## src/rtl/uif_ctrl_pkg.sv

```systemverilog
package uif_ctrl_pkg;
  localparam int OP_W = 2;
  localparam int FLAGS_W = 6;
  localparam int RES_W = 8;

  typedef enum logic [OP_W-1:0] {
    OP_CLEAR = 2'd0,
    OP_SET   = 2'd1,
    OP_TEST  = 2'd2,
    OP_RSVD  = 2'd3
  } uifOp_e;

  typedef struct packed {
    logic doClear;
    logic doSet;
    logic doTest;
    logic raiseFault;
    logic raiseAbort;
  } uifStrobe_t;

  localparam int CF_BIT = 0;
endpackage

```

## src/rtl/uif_ctrl_decode.sv

```systemverilog
module uif_ctrl_decode
  import uif_ctrl_pkg::*;
(
  input  logic            clk,
  input  logic            rst,
  input  logic            instValid,
  input  logic [OP_W-1:0] instOp,
  input  logic            cfgEnable,
  input  logic            longMode,
  input  logic            enclaveActive,
  input  logic            txnActive,
  output uifStrobe_t      strb
);
  logic legal;
  logic isFlagOp;
  logic isWrite;

  assign legal    = cfgEnable && longMode && !enclaveActive;
  assign isWrite  = (instOp == OP_CLEAR) || (instOp == OP_SET);
  assign isFlagOp = isWrite || (instOp == OP_TEST);

  always_comb begin
    strb = '0;
    if (instValid && isFlagOp) begin
      if (!legal) begin
        strb.raiseFault = 1'b1;              // fault wins over abort
      end else if (isWrite && txnActive) begin
        strb.raiseAbort = 1'b1;
      end else begin
        strb.doClear = (instOp == OP_CLEAR);
        strb.doSet   = (instOp == OP_SET);
        strb.doTest  = (instOp == OP_TEST);
      end
    end
  end

  p_strobe_onehot_r8: assert property (@(posedge clk) disable iff (rst)
    $onehot0(strb));

  p_illegal_no_write_r3: assert property (@(posedge clk) disable iff (rst)
    (instValid && (!cfgEnable || !longMode || enclaveActive)) |-> !(strb.doSet || strb.doClear || strb.doTest));

  p_txn_no_write_r4: assert property (@(posedge clk) disable iff (rst)
    txnActive |-> !(strb.doSet || strb.doClear));
endmodule

```

## src/rtl/uif_ctrl_datapath.sv

```systemverilog
module uif_ctrl_datapath
  import uif_ctrl_pkg::*;
(
  input  logic               clk,
  input  logic               rst,
  input  uifStrobe_t         strb,
  output logic               flagQ,
  output logic               faultQ,
  output logic               abortQ,
  output logic               doneQ,
  output logic [FLAGS_W-1:0] flagsQ,
  output logic [RES_W-1:0]   byteOut
);
  always_ff @(posedge clk) begin
    if (rst) begin
      flagQ  <= 1'b0;
      faultQ <= 1'b0;
      abortQ <= 1'b0;
      doneQ  <= 1'b0;
      flagsQ <= '0;
    end else begin
      faultQ <= strb.raiseFault;
      abortQ <= strb.raiseAbort;
      doneQ  <= strb.doTest;
      if (strb.doClear) flagQ <= 1'b0;
      else if (strb.doSet) flagQ <= 1'b1;
      if (strb.doTest) begin
        flagsQ         <= '0;
        flagsQ[CF_BIT] <= flagQ;
      end
    end
  end

  assign byteOut = {{(RES_W-1){1'b0}}, flagsQ[CF_BIT]};

  p_set_lands_r1: assert property (@(posedge clk) disable iff (rst)
    strb.doSet |=> flagQ);

  p_clear_lands_r2: assert property (@(posedge clk) disable iff (rst)
    strb.doClear |=> !flagQ);

  p_fault_holds_r3: assert property (@(posedge clk) disable iff (rst)
    faultQ |-> (flagQ == $past(flagQ)));

  p_abort_holds_r4: assert property (@(posedge clk) disable iff (rst)
    abortQ |-> (flagQ == $past(flagQ)));

  p_test_reads_r6: assert property (@(posedge clk) disable iff (rst)
    strb.doTest |=> (flagsQ[CF_BIT] == $past(flagQ)) && (byteOut[RES_W-1:1] == '0));

  p_excl_pulse_r8: assert property (@(posedge clk) disable iff (rst)
    !(faultQ && abortQ));
endmodule

```

## src/rtl/uif_ctrl_unit.sv

```systemverilog
module uif_ctrl_unit
  import uif_ctrl_pkg::*;
(
  input  logic               clk,
  input  logic               rst,
  input  logic               instValid,
  input  logic [OP_W-1:0]    instOp,
  input  logic               cfgEnable,
  input  logic               longMode,
  input  logic               enclaveActive,
  input  logic               txnActive,
  output logic               flagOut,
  output logic               deliverOk,
  output logic               faultPulse,
  output logic               abortPulse,
  output logic               testDone,
  output logic [FLAGS_W-1:0] resultFlags,
  output logic [RES_W-1:0]   resultByte
);
  uifStrobe_t strb;
  logic flagQ;

  uif_ctrl_decode uDecode (
    .clk(clk), .rst(rst), .instValid(instValid), .instOp(instOp),
    .cfgEnable(cfgEnable), .longMode(longMode),
    .enclaveActive(enclaveActive), .txnActive(txnActive), .strb(strb)
  );

  uif_ctrl_datapath uData (
    .clk(clk), .rst(rst), .strb(strb), .flagQ(flagQ),
    .faultQ(faultPulse), .abortQ(abortPulse), .doneQ(testDone),
    .flagsQ(resultFlags), .byteOut(resultByte)
  );

  assign flagOut   = flagQ;
  assign deliverOk = flagQ;
endmodule

```

## config.mk

```make
export PLATFORM = sky130hd
export DESIGN_NAME = uif_ctrl_unit
export DESIGN_NICKNAME = d
export VERILOG_FILES = /design/src/rtl/uif_ctrl_pkg.sv /design/src/rtl/uif_ctrl_decode.sv /design/src/rtl/uif_ctrl_datapath.sv /design/src/rtl/uif_ctrl_unit.sv
export SDC_FILE = /design/constraint.sdc
export NUM_CORES = 1
export LEC_CHECK = 0
export BUFFER_PORTS_ARGS = -buffer_cell sky130_fd_sc_hd__buf_2
export CAP_MARGIN = 5
export CELL_PAD_IN_SITES_DETAIL_PLACEMENT = 1
export CELL_PAD_IN_SITES_GLOBAL_PLACEMENT = 1
export CORE_MARGIN = 2
export CORE_UTILIZATION = 26
export DETAILED_ROUTE_END_ITERATION = 7
export HOLD_SLACK_MARGIN = 0.02
export PLACE_DENSITY = 0.78
export SETUP_SLACK_MARGIN = 0.5
export SLEW_MARGIN = 20
export SYNTH_ARGS = -nofsm -noshare
export SYNTH_HDL_FRONTEND = slang
export SYNTH_HIERARCHICAL = 1
export SYNTH_SLANG_ARGS = --single-unit
export TNS_END_PERCENT = 1
```

## constraint.sdc

```tcl
create_clock -name clk -period 3 [get_ports clk]
set_clock_uncertainty 0.15 [all_clocks]
set_input_delay 0.6 -clock clk [delete_from_list [all_inputs] [get_ports clk]]
set_output_delay 0.6 -clock clk [all_outputs]
set_load 0.02 [all_outputs]
```

==> summary.md, run 1 <==
| Metric | Value |
|---|---|
| Outcome | finished clean |
| Seq cells post-synth | 5 |
| Crit. Startpoint | enclaveActive |
| Endpoints failing hold | 0 |
| Arr. time, crit path | 1.57 ns |
| Worst-path clk slew | 0.04 ns |
| Fin nets | 61 |
| Async SR Flop Fraction | 0% |
| CTS Buf Count | 3 |
| Worst min path class | flop to flop |
| DRC viols | 0 |
| Dpl ws | approximately 1.2 ns |
| Initial cell density of the core | 27.1% |
| CP Class | input port to flop |
| Flop2flop setup slack | approximately 2.2 ns |
| Final setup fails | 0 |
| # port buffers | 15 |
| Final WS setup | 1.41 ns |
| Slew Viols, Final | 0 |
| Routed Antenna Nets | 0 |
| Post-synth top area share | 30.5% |
| Ratio of cells with drive above 1 in the final layout | 43.1% |
| Final HPWL DP | between 500 and 600 um |
| Worst r2r src | uData/flagQ |
| Most used DFF post-synth | dfxtp_1 |
| IO Pins | 28 |
| CP Max Fanout | 4 |
| Die X | 40.4 um |
| TritonCTS clock tree | yes |
| Core box area | 0.00127 mm^2 |
| Initial detailed-routing violation count | 1 |
| RSZ-0062 raised after global routing | no |
| Max Freq | 0.629 GHz |
| Most common cell in the netlist | buf_4 |
| Vias per cell | 3.79 |
| Hold-fix buffers, CTS | 0 |
| Ys Warns | 6 |
| Vias in the first global route | 240 |
| Global-route usage over all layers | 9.18% |
| Fin cells | 66 |
| H-tree Lvls | 1 |
| CTS max path bufs | 2 |
| Largest net degree at the start of global routing | 6 |
| P_leak | about 0.22 nW |
| Num Clock Sinks | 5 |
| Antenna violations before repair | 0 |
| Crit path capture | uData/flagsQ[0] |
| Commonest cells in the netlist | buf_4 (14), dfxtp_1 (5), nand2_1 (2), nor2_1 (2), nor2b_1 (2) |
| MaxCap Viol Count | 0 |
| Final period util | 53.0% |
| Rows | 13 |
| ANT cells | 0 |
| Full die area | 0.00163 mm^2 |
| Remaining Overflow, GRT | 0 |
| Startpoint class of the critical path | input port |
| First-pass GRT wire length | 917 um |
| RD Place Congestion | 0.531 |
| Detailed Routing Iterations Pass 1 | 2 |
| Reg2Reg Depth | 2 |
| Mapped Area | 344 um^2 |
| Clk_lat worst skew | roughly 0.24 ns |
| R2R Path End | uData/flagsQ[0] |
| Seq/Total Area, Yosys | 29.1% |
| Top cells by area, synth | buf_4 (31%), dfxtp_1 (29%), nand4b_4 (6.9%), nor4b_4 (6.9%), nor2b_1 (3.6%) |
| Clk root buf | clkbuf_4 |
| VDD IR max | 78.4 uV |
| Detailed-route via count | 250 |
| Routed wire length | 623 um |
| Critical Path RT | 2.98 ns |
| Syn avg cell area | 9.83 um^2 |
| Setup_tns | 0 ns |
| Synth area leader | buf_4 |
| Final min period | about 1.6 ns |
| WL per Instance | 9.44 um |
| Post-Syn Instances | 35 |
| Dpl cells | 62 |
| Distinct cells, synth | 15 |
| Pwr/cell area | 439 mW/mm^2 |
| Critical path capture point type | flop |
| Post-CTS setup buffer count | 0 |
| Area grow syn2layout | 16.4% |
| Post-CTS sizing | 0 |
| Die Y | 40.4 um |
| Filler instances | 173 |
| Number of flops mapped to enable cells by yosys | 0 |
[cell families after synthesis]
logic type | count (synthesis) | synth area share [%]
simple gates | 13 | 33.5
buf+inv | 14 | 30.5
flops | 5 | 29.1
other cells | 1 | 1.09
mux | 1 | 2.91
compound gates | 1 | 2.91
[layout by cell type, fill, tap and decap left out, types with 2 or more instances in the layout]
master and n:
buf_2 15, conb_1 12, dfxtp_1 5, clkbuf_4 3
nor2b_1 2, nor2_1 2, nand2_1 2
[registers in the layout (all words and copies together), names as in the netlist]
name	flops
uData/abortQ	1
uData/doneQ	1
uData/faultQ	1
uData/flagQ	1
uData/flagsQ	1
[area by class of cell]
class / instances / area [um^2] / share of cell area [%]
Multi-Input combinational cell: 27 / 180 / 45.0
Clock buffer: 4 / 26.3 / 6.56
Timing Repair Buffer: 15 / 75.1 / 18.8
Sequential cell: 5 / 100 / 25.0
Tap cell: 15 / 18.8 / 4.69
[metal layers]
layer / wire length, um / track usage [%] / up-vias
li1: - / - / 122
met1: 211 / 7.19 / 114
met2: 354 / 17.5 / 14
met3: 56 / 1.67 / 0
met4: 0 / 10.0 / 0
met5: 0 / 0 / -
[worst max-delay path, stage by stage]
cell and delay [ns]:
buf_2 0.10, nand4b_4 0.20, nor3b_1 0.37, mux2i_1 0.23
nor2_1 0.06
[per-stage QoR]
step	area (um^2)	util, %	hold WS, ns	power (mW)
after detailed placement	374	29.5	0.376	0.100
final	400	31.6	0.385	0.176
after floorplan	385	-	0.430	0.101
after global placement	374	29.5	0.341	0.100
after global routing	400	31.6	0.447	0.186
after CTS	400	31.6	0.390	0.180
[where the power goes]
group | total (mW) | internal [mW] | switching (mW)
Clock | 0.0766 | 0.0502 | 0.0264
Sequential | 0.0679 | 0.0677 | 0.000241
Combinational | 0.0314 | 0.00843 | 0.0230
[worst min-delay path by stage]
stage | from | endpoint | slack, ns | depth (start not counted)
floorplan | uData/flagQ | uData/flagQ | 0.43 | 2
global placement | uData/flagsQ[0] | uData/flagsQ[0] | 0.34 | 2
detailed placement | uData/flagQ | uData/flagQ | 0.38 | 2
CTS | uData/flagQ | uData/flagQ | 0.39 | 2
global route | uData/flagQ | uData/flagQ | 0.45 | 2
finish | uData/flagQ | uData/flagQ | 0.38 | 2
Note: power is estimated with default switching activity, not from simulation.
==> inputs of run 2 (changes only) <==
--- a/config.mk
+++ b/config.mk
@@ -10,10 +10,10 @@
 export CELL_PAD_IN_SITES_DETAIL_PLACEMENT = 1
 export CELL_PAD_IN_SITES_GLOBAL_PLACEMENT = 1
 export CORE_MARGIN = 2
-export CORE_UTILIZATION = 26
+export CORE_UTILIZATION = 24
 export DETAILED_ROUTE_END_ITERATION = 7
 export HOLD_SLACK_MARGIN = 0.02
-export PLACE_DENSITY = 0.78
+export PLACE_DENSITY = 0.73
 export SETUP_SLACK_MARGIN = 0.5
 export SLEW_MARGIN = 20
 export SYNTH_ARGS = -nofsm -noshare
==> constraint.sdc (replaced) <==
create_clock -name clk -period 1.5 [get_ports clk]
set_clock_uncertainty 0.15 [all_clocks]
set_input_delay 0.3 -clock clk [delete_from_list [all_inputs] [get_ports clk]]
set_output_delay 0.3 -clock clk [all_outputs]
set_load 0.02 [all_outputs]
==> run 2 against run 1 <==
Net effect: combinational power increased by 110%; utilization is 1.3 points higher; via count rose by 5.2%; clock-buffer cell count unchanged; critical endpoint is now flagOut; highest routed layer is now met4.
==> summary.md, run 2 (synthesis gave the netlist of run 1 again) <==
| Metric | Value |
|---|---|
| Outcome | finished clean |
| CTS Buf Count | 3 |
| WL per Instance | 10.3 um |
| Tot Pwr | ~0.36 mW |
| Endpoints failing hold | 0 |
| R2R Path End | uData/flagsQ[0] |
| Final min period | 1.17 ns |
| CP Class | flop to output port |
| Slowest CP cell | dfxtp_2 |
| TritonCTS clock tree | yes |
| Ratio of cells with drive above 1 in the final layout | 50.0% |
| Leading cell types in the layout, fill and taps excluded | conb_1 (12), buf_2 (11), clkbuf_4 (3), buf_4 (3), dfxtp_1 (3) |
| IO Pins | 28 |
| RSZ-0062 raised after global routing | yes |
| Pwr/cell area | 830 mW/mm^2 |
| Full die area | 0.00175 mm^2 |
| Detailed-route via count | about 260 |
| Startpoint class of the critical path | flop |
| First-pass GRT wire length | 1050 um |
| Largest net degree at the start of global routing | 6 |
| Most common cell after layout, fill and taps aside | conb_1 |
| Clk_lat worst skew | about 0.25 ns |
| WP depth | 1 |
| Clk root buf | clkbuf_4 |
| Final WS setup | 0.332 ns |
| Post-layout util | 32.9% |
| Routed Antenna Nets | 0 |
| VDD IR max | 178 uV |
| Detailed Routing Iterations Pass 1 | 2 |
| Rows | 13 |
| Core box area | 0.00132 mm^2 |
| Remaining Overflow, GRT | 0 |
| Worst min path class | input port to flop |
| Antenna violations before repair | 0 |
| Setup_tns | 0 ns |
| Vias per cell | 3.93 |
| Routed wire length | 689 um |
| Power Internal | about 0.25 mW |
| Worst r2r src | uData/flagQ |
| Crit. Startpoint | uData/flagQ |
| Area grow syn2layout | 25.8% |
| Worst stage delay on the critical path | 0.35 ns |
| Logic pwr share | 18.0% |
| Die X | between 40 and 50 um |
| Reg2Reg Depth | 3 |
| Net Sw Power | 0.106 mW |
| Final period util | between 70 and 80% |
| Dpl ws | 0.118 ns |
| Slew Viols, Final | 0 |
| CTS max path bufs | 2 |
| Crit-path leading delay family | flip-flops |
| Dpl cells | 62 |
| Final setup fails | 0 |
| CP Max Fanout | 3 |
| Clk pwr share | 44.2% |
| Flop2flop setup slack | 0.58 ns |
| Final HPWL DP | 569 um |
| DRC viols | 0 |
| Arr. time, crit path | approximately 0.7 ns |
| Die Y | 41.9 um |
| Num Clock Sinks | 5 |
| Vias in the first global route | 247 |
| Crit path capture | flagOut |
| H-tree Lvls | 1 |
| Fin cells | 67 |
| CP Cell Sequence | buf_6 |
| Sw Share | 29.4% |
| Critical path capture point type | output port |
| P_leak | between 0.2 and 0.25 nW |
| Global-route usage over all layers | 8.75% |
| Worst-path clk slew | about 0.05 ns |
| Initial detailed-routing violation count | 3 |
| RD Place Congestion | between 0.6 and 0.7 |
| CP Buf/Inv Count | 1 |
| ANT cells | 0 |
| Max Freq | 0.856 GHz |
| MaxCap Viol Count | 0 |
| Fin nets | 62 |
| Critical Path RT | between 1 and 1.5 ns |
| Flop pwr share | 37.8% |
| # port buffers | 15 |
| Initial cell density of the core | 26.1% |
-- run 2: how the worst min path moves through the flow --
stage | startpoint | endpoint | depth (start not counted)
2_1_floorplan | rst | uData/doneQ | 1
3_3_place_gp | uData/flagQ | uData/flagQ | 2
3_5_place_dp | uData/flagQ | uData/flagQ | 2
4_1_cts | rst | uData/abortQ | 2
5_1_grt | rst | uData/abortQ | 2
6_report | rst | uData/flagQ | 2
-- run 2: power groups by stage --
| stage | sequential [mW] | combinational, mW | clock, mW |
|---|---|---|---|
| 3_3_place_gp | 0.138 | 0.0625 | 0 |
| 4_1_cts | 0.136 | 0.0642 | 0.170 |
| 2_1_floorplan | 0.141 | 0.0614 | 0 |
| 3_5_place_dp | 0.138 | 0.0632 | 0 |
| 5_1_grt | 0.136 | 0.0690 | 0.176 |
| 6_report | 0.136 | 0.0647 | 0.159 |
-- run 2: final cells by class --
type	count	area [um^2]
Sequential cell	5	103
Clock buffer	4	26.3
Fill cell	163	885
Timing Repair Buffer	16	100
Tap cell	15	18.8
Multi-Input combinational cell	27	185
-- run 2: timing repair --
item	4_1_cts	5_1_grt
setup endpoints to repair	9	10
cloned	0	0
setup buffers	1	0
resized for setup	8	0
hold buffers	0	0
-- run 2: routing by layer --
metal  vias to the layer above  track usage [%]  part of all wire [%]
met5                         -                0                     0
met3                         2             6.09                    15
met1                       117             6.23                    29
li1                        124                -                     -
met2                        20             15.0                    54
met4                         0             7.74                  0.73
-- run 2: through the flow --
| stage | cell area, um^2 | hold slack, ns |
|---|---|---|
| after CTS | 433 | 0.131 |
| final | 433 | 0.136 |
| after global routing | 433 | 0.136 |
| after detailed placement | 379 | 0.378 |
| after floorplan | 390 | 0.216 |
| after global placement | 379 | 0.356 |
==> inputs of run 3 (changes only) <==
--- a/config.mk
+++ b/config.mk
@@ -5,12 +5,13 @@
 export SDC_FILE = /design/constraint.sdc
 export NUM_CORES = 1
 export LEC_CHECK = 0
+export ABC_AREA = 1
 export BUFFER_PORTS_ARGS = -buffer_cell sky130_fd_sc_hd__buf_2
 export CAP_MARGIN = 5
 export CELL_PAD_IN_SITES_DETAIL_PLACEMENT = 1
 export CELL_PAD_IN_SITES_GLOBAL_PLACEMENT = 1
 export CORE_MARGIN = 2
-export CORE_UTILIZATION = 24
+export CORE_UTILIZATION = 22
 export DETAILED_ROUTE_END_ITERATION = 7
 export HOLD_SLACK_MARGIN = 0.02
 export PLACE_DENSITY = 0.73
==> constraint.sdc (replaced) <==
create_clock -name clk -period 1.1 [get_ports clk]
set_clock_uncertainty 0.15 [all_clocks]
set_input_delay 0.22 -clock clk [delete_from_list [all_inputs] [get_ports clk]]
set_output_delay 0.22 -clock clk [all_outputs]
set_load 0.02 [all_outputs]
==> run 3 against run 2 <==
Net effect: die area grew 8.6%; flip-flop and latch count did not move; sequential power is 37% higher; global-route usage down 1.0 points; utilization up 1.7 points; final cell count increased by 30%; combinational power increased by 67%; critical path depth did not move; critical endpoint unchanged; largest power group unchanged; highest routed layer is now met3.
==> summary.md, run 3 <==
| Metric | Value |
|---|---|
| Final HPWL DP | about 570 um |
| Final min period | 1.08 ns |
| Slowest CP cell | dfxtp_2 |
| Routed Antenna Nets | 0 |
| Max Freq | between 0.9 and 1 GHz |
| Startpoint class of the critical path | flop |
| Filler instances | 189 |
| Clk pwr share | 42.4% |
| Simple-gate share of the synthesized area | a little under a quarter |
| CP Class | flop to output port |
| Post-Syn Instances | 52 |
| Post-Synth Adder-Cell Area | 0% |
| Post-synth top area share | 30.4% |
| Routed wire length | 741 um |
| Most used DFF post-synth | dfxtp_1 |
| Critical Path RT | 0.73 ns |
| Power Internal | roughly 0.36 mW |
| Num Clock Sinks | 5 |
| Leading cell types in the layout, fill and taps excluded | conb_1 (12), nor2_1 (9), buf_6 (8) |
| Pwr/cell area | between 900 and 1000 mW/mm^2 |
| Full die area | 0.00190 mm^2 |
| Final period util | 98.6% |
| CP Buf/Inv Count | 1 |
| Final WS setup | 0.0152 ns |
| Async SR Flop Fraction | 0% |
| Crit-path leading delay family | flip-flops |
| Most common cell after layout, fill and taps aside | conb_1 |
| Antenna violations before repair | 0 |
| H-tree Lvls | 1 |
| Slew Viols, Final | 0 |
| CTS max path bufs | 2 |
| WL per Instance | 8.52 um |
| Endpoints failing hold | 0 |
| Worst min path class | input port to flop |
| Detailed Routing Iterations Pass 1 | 1 |
| # port buffers | 15 |
| Distinct cells, synth | 11 |
| Detailed-route via count | 319 |
| Die Y | 43.6 um |
| Number of flops mapped to enable cells by yosys | 0 |
| Ratio of cells with drive above 1 in the final layout | 52.1% |
| Flop pwr share | between 30% and 40% |
| Vias per cell | 3.67 |
| Clk_lat worst skew | ~0.24 ns |
| Final setup fails | 0 |
| Fin nets | 81 |
| DRC viols | 0 |
| Sw Share | approximately 30% |
| Net Sw Power | 0.154 mW |
| CTS Buf Count | 3 |
| TritonCTS clock tree | yes |
| IO Pins | 28 |
| CP Cell Sequence | buf_6 |
| Outcome | finished clean |
| ANT cells | 0 |
| Mapped Area | 345 um^2 |
| Seq/Total Area, Yosys | 29.0% |
| Largest net degree at the start of global routing | 6 |
| Hold-fix buffers, CTS | 0 |
| Global-route usage over all layers | between 7 and 8% |
| Initial detailed-routing violation count | 0 |
| Top cells by area, synth | buf_4 (30%), dfxtp_1 (29%), nor2_1 (12%), inv_1 (11%), nand2_1 (5.4%) |
| XOR/XNOR share of the synthesized area | 0% |
| Mux cell area share after synthesis | 0% |
| Commonest cells in the netlist | buf_4 (14), nor2_1 (11), inv_1 (10), dfxtp_1 (5), nand2_1 (5) |
| RSZ-0062 raised after global routing | yes |
| Die X | 43.6 um |
| VDD IR max | between 200 and 250 uV |
| Complex-gate fraction of the synthesized area | 4.71% |
| RD Place Congestion | 0.625 |
| Worst stage delay on the critical path | 0.35 ns |
| Vias in the first global route | 281 |
| Main combinational cell family by area after synthesis | buffers and inverters |
| Remaining Overflow, GRT | 0 |
| P_leak | approximately 0.27 nW |
| First-pass GRT wire length | 1020 um |
| Initial cell density of the core | 23.2% |
| Arr. time, crit path | 0.71 ns |
| Worst-path clk slew | 0.05 ns |
| Dpl ws | -0.104 ns |
| Post-layout util | 34.5% |
| Most common cell in the netlist | buf_4 |
| Core box area | 0.00149 mm^2 |
| Syn avg cell area | 6.64 um^2 |
| Area grow syn2layout | 48.9% |
| Clk root buf | clkbuf_4 |
| Seq cells post-synth | 5 |
| Synth area leader | buf_4 |
| MaxCap Viol Count | 0 |
| Ys Warns | 6 |
| Logic pwr share | 21.1% |
| Rows | 14 |
| Critical path capture point type | output port |
| CP Max Fanout | 3 |
run 3: worst paths after layout:
path                endpoint  cells after the start  slack [ns]             from
min             uData/faultQ                      2        0.03              rst
max                  flagOut                      1        0.02      uData/flagQ
max reg2reg  uData/flagsQ[0]                      6        0.06      uData/flagQ
min reg2reg  uData/flagsQ[0]                      2        0.35  uData/flagsQ[0]
run 3: power by group through the flow:
stage,Sequential (mW),Combinational (mW),Clock [mW]
after global placement,0.189,0.0874,0
after CTS,0.186,0.0909,0.229
after global routing,0.187,0.117,0.240
after floorplan,0.193,0.0912,0
after detailed placement,0.189,0.0893,0
final,0.187,0.108,0.217
run 3: metal layers:
metal  wire [um]  vias to the layer above  global-route usage [%]
met5           0                        -                       0
met4           0                        0                    9.09
met3          79                        0                    2.92
met2         379                       21                    12.4
met1         283                      138                    6.82
li1            -                      160                       -
run 3: logic make-up (layout without fill, tap and decap cells):
kind of cell           Yosys count  in the layout
DFF                              5              5
other                            1             12
and+or+nand+nor                 20             20
buffers and inverters           24             32
AOI/OAI and AO/OA                2              2
run 3: metrics by stage:
stage	instance area (um^2)	power (mW)	hold WS [ns]	cells	setup TNS (ns)
after CTS	440	0.506	0.0479	86	0
after detailed placement	389	0.278	0.304	81	-0.117
after global routing	514	0.543	0.0367	87	-0.0481
after floorplan	392	0.284	0.141	63	0
after global placement	389	0.276	0.301	81	-0.0406
final	514	0.513	0.0346	87	0
run 3: repair_timing:
| item | in CTS | in global routing |
|---|---|---|
| cloned | 0 | 0 |
| resized for setup | 6 | 25 |
| buffers inserted | 1 | 1 |
| pin swaps | 0 | 11 |
| setup endpoints to repair | 12 | 12 |
run 3: area by class of cell:
cell class	count	area (um^2)	area share [%]
Multi-Input combinational cell	34	166	32.4
Timing Repair Buffer	18	158	30.7
Sequential cell	5	106	20.7
Inverter	10	37.5	7.30
Clock buffer	4	26.3	5.11
Tap cell	16	20.0	3.89
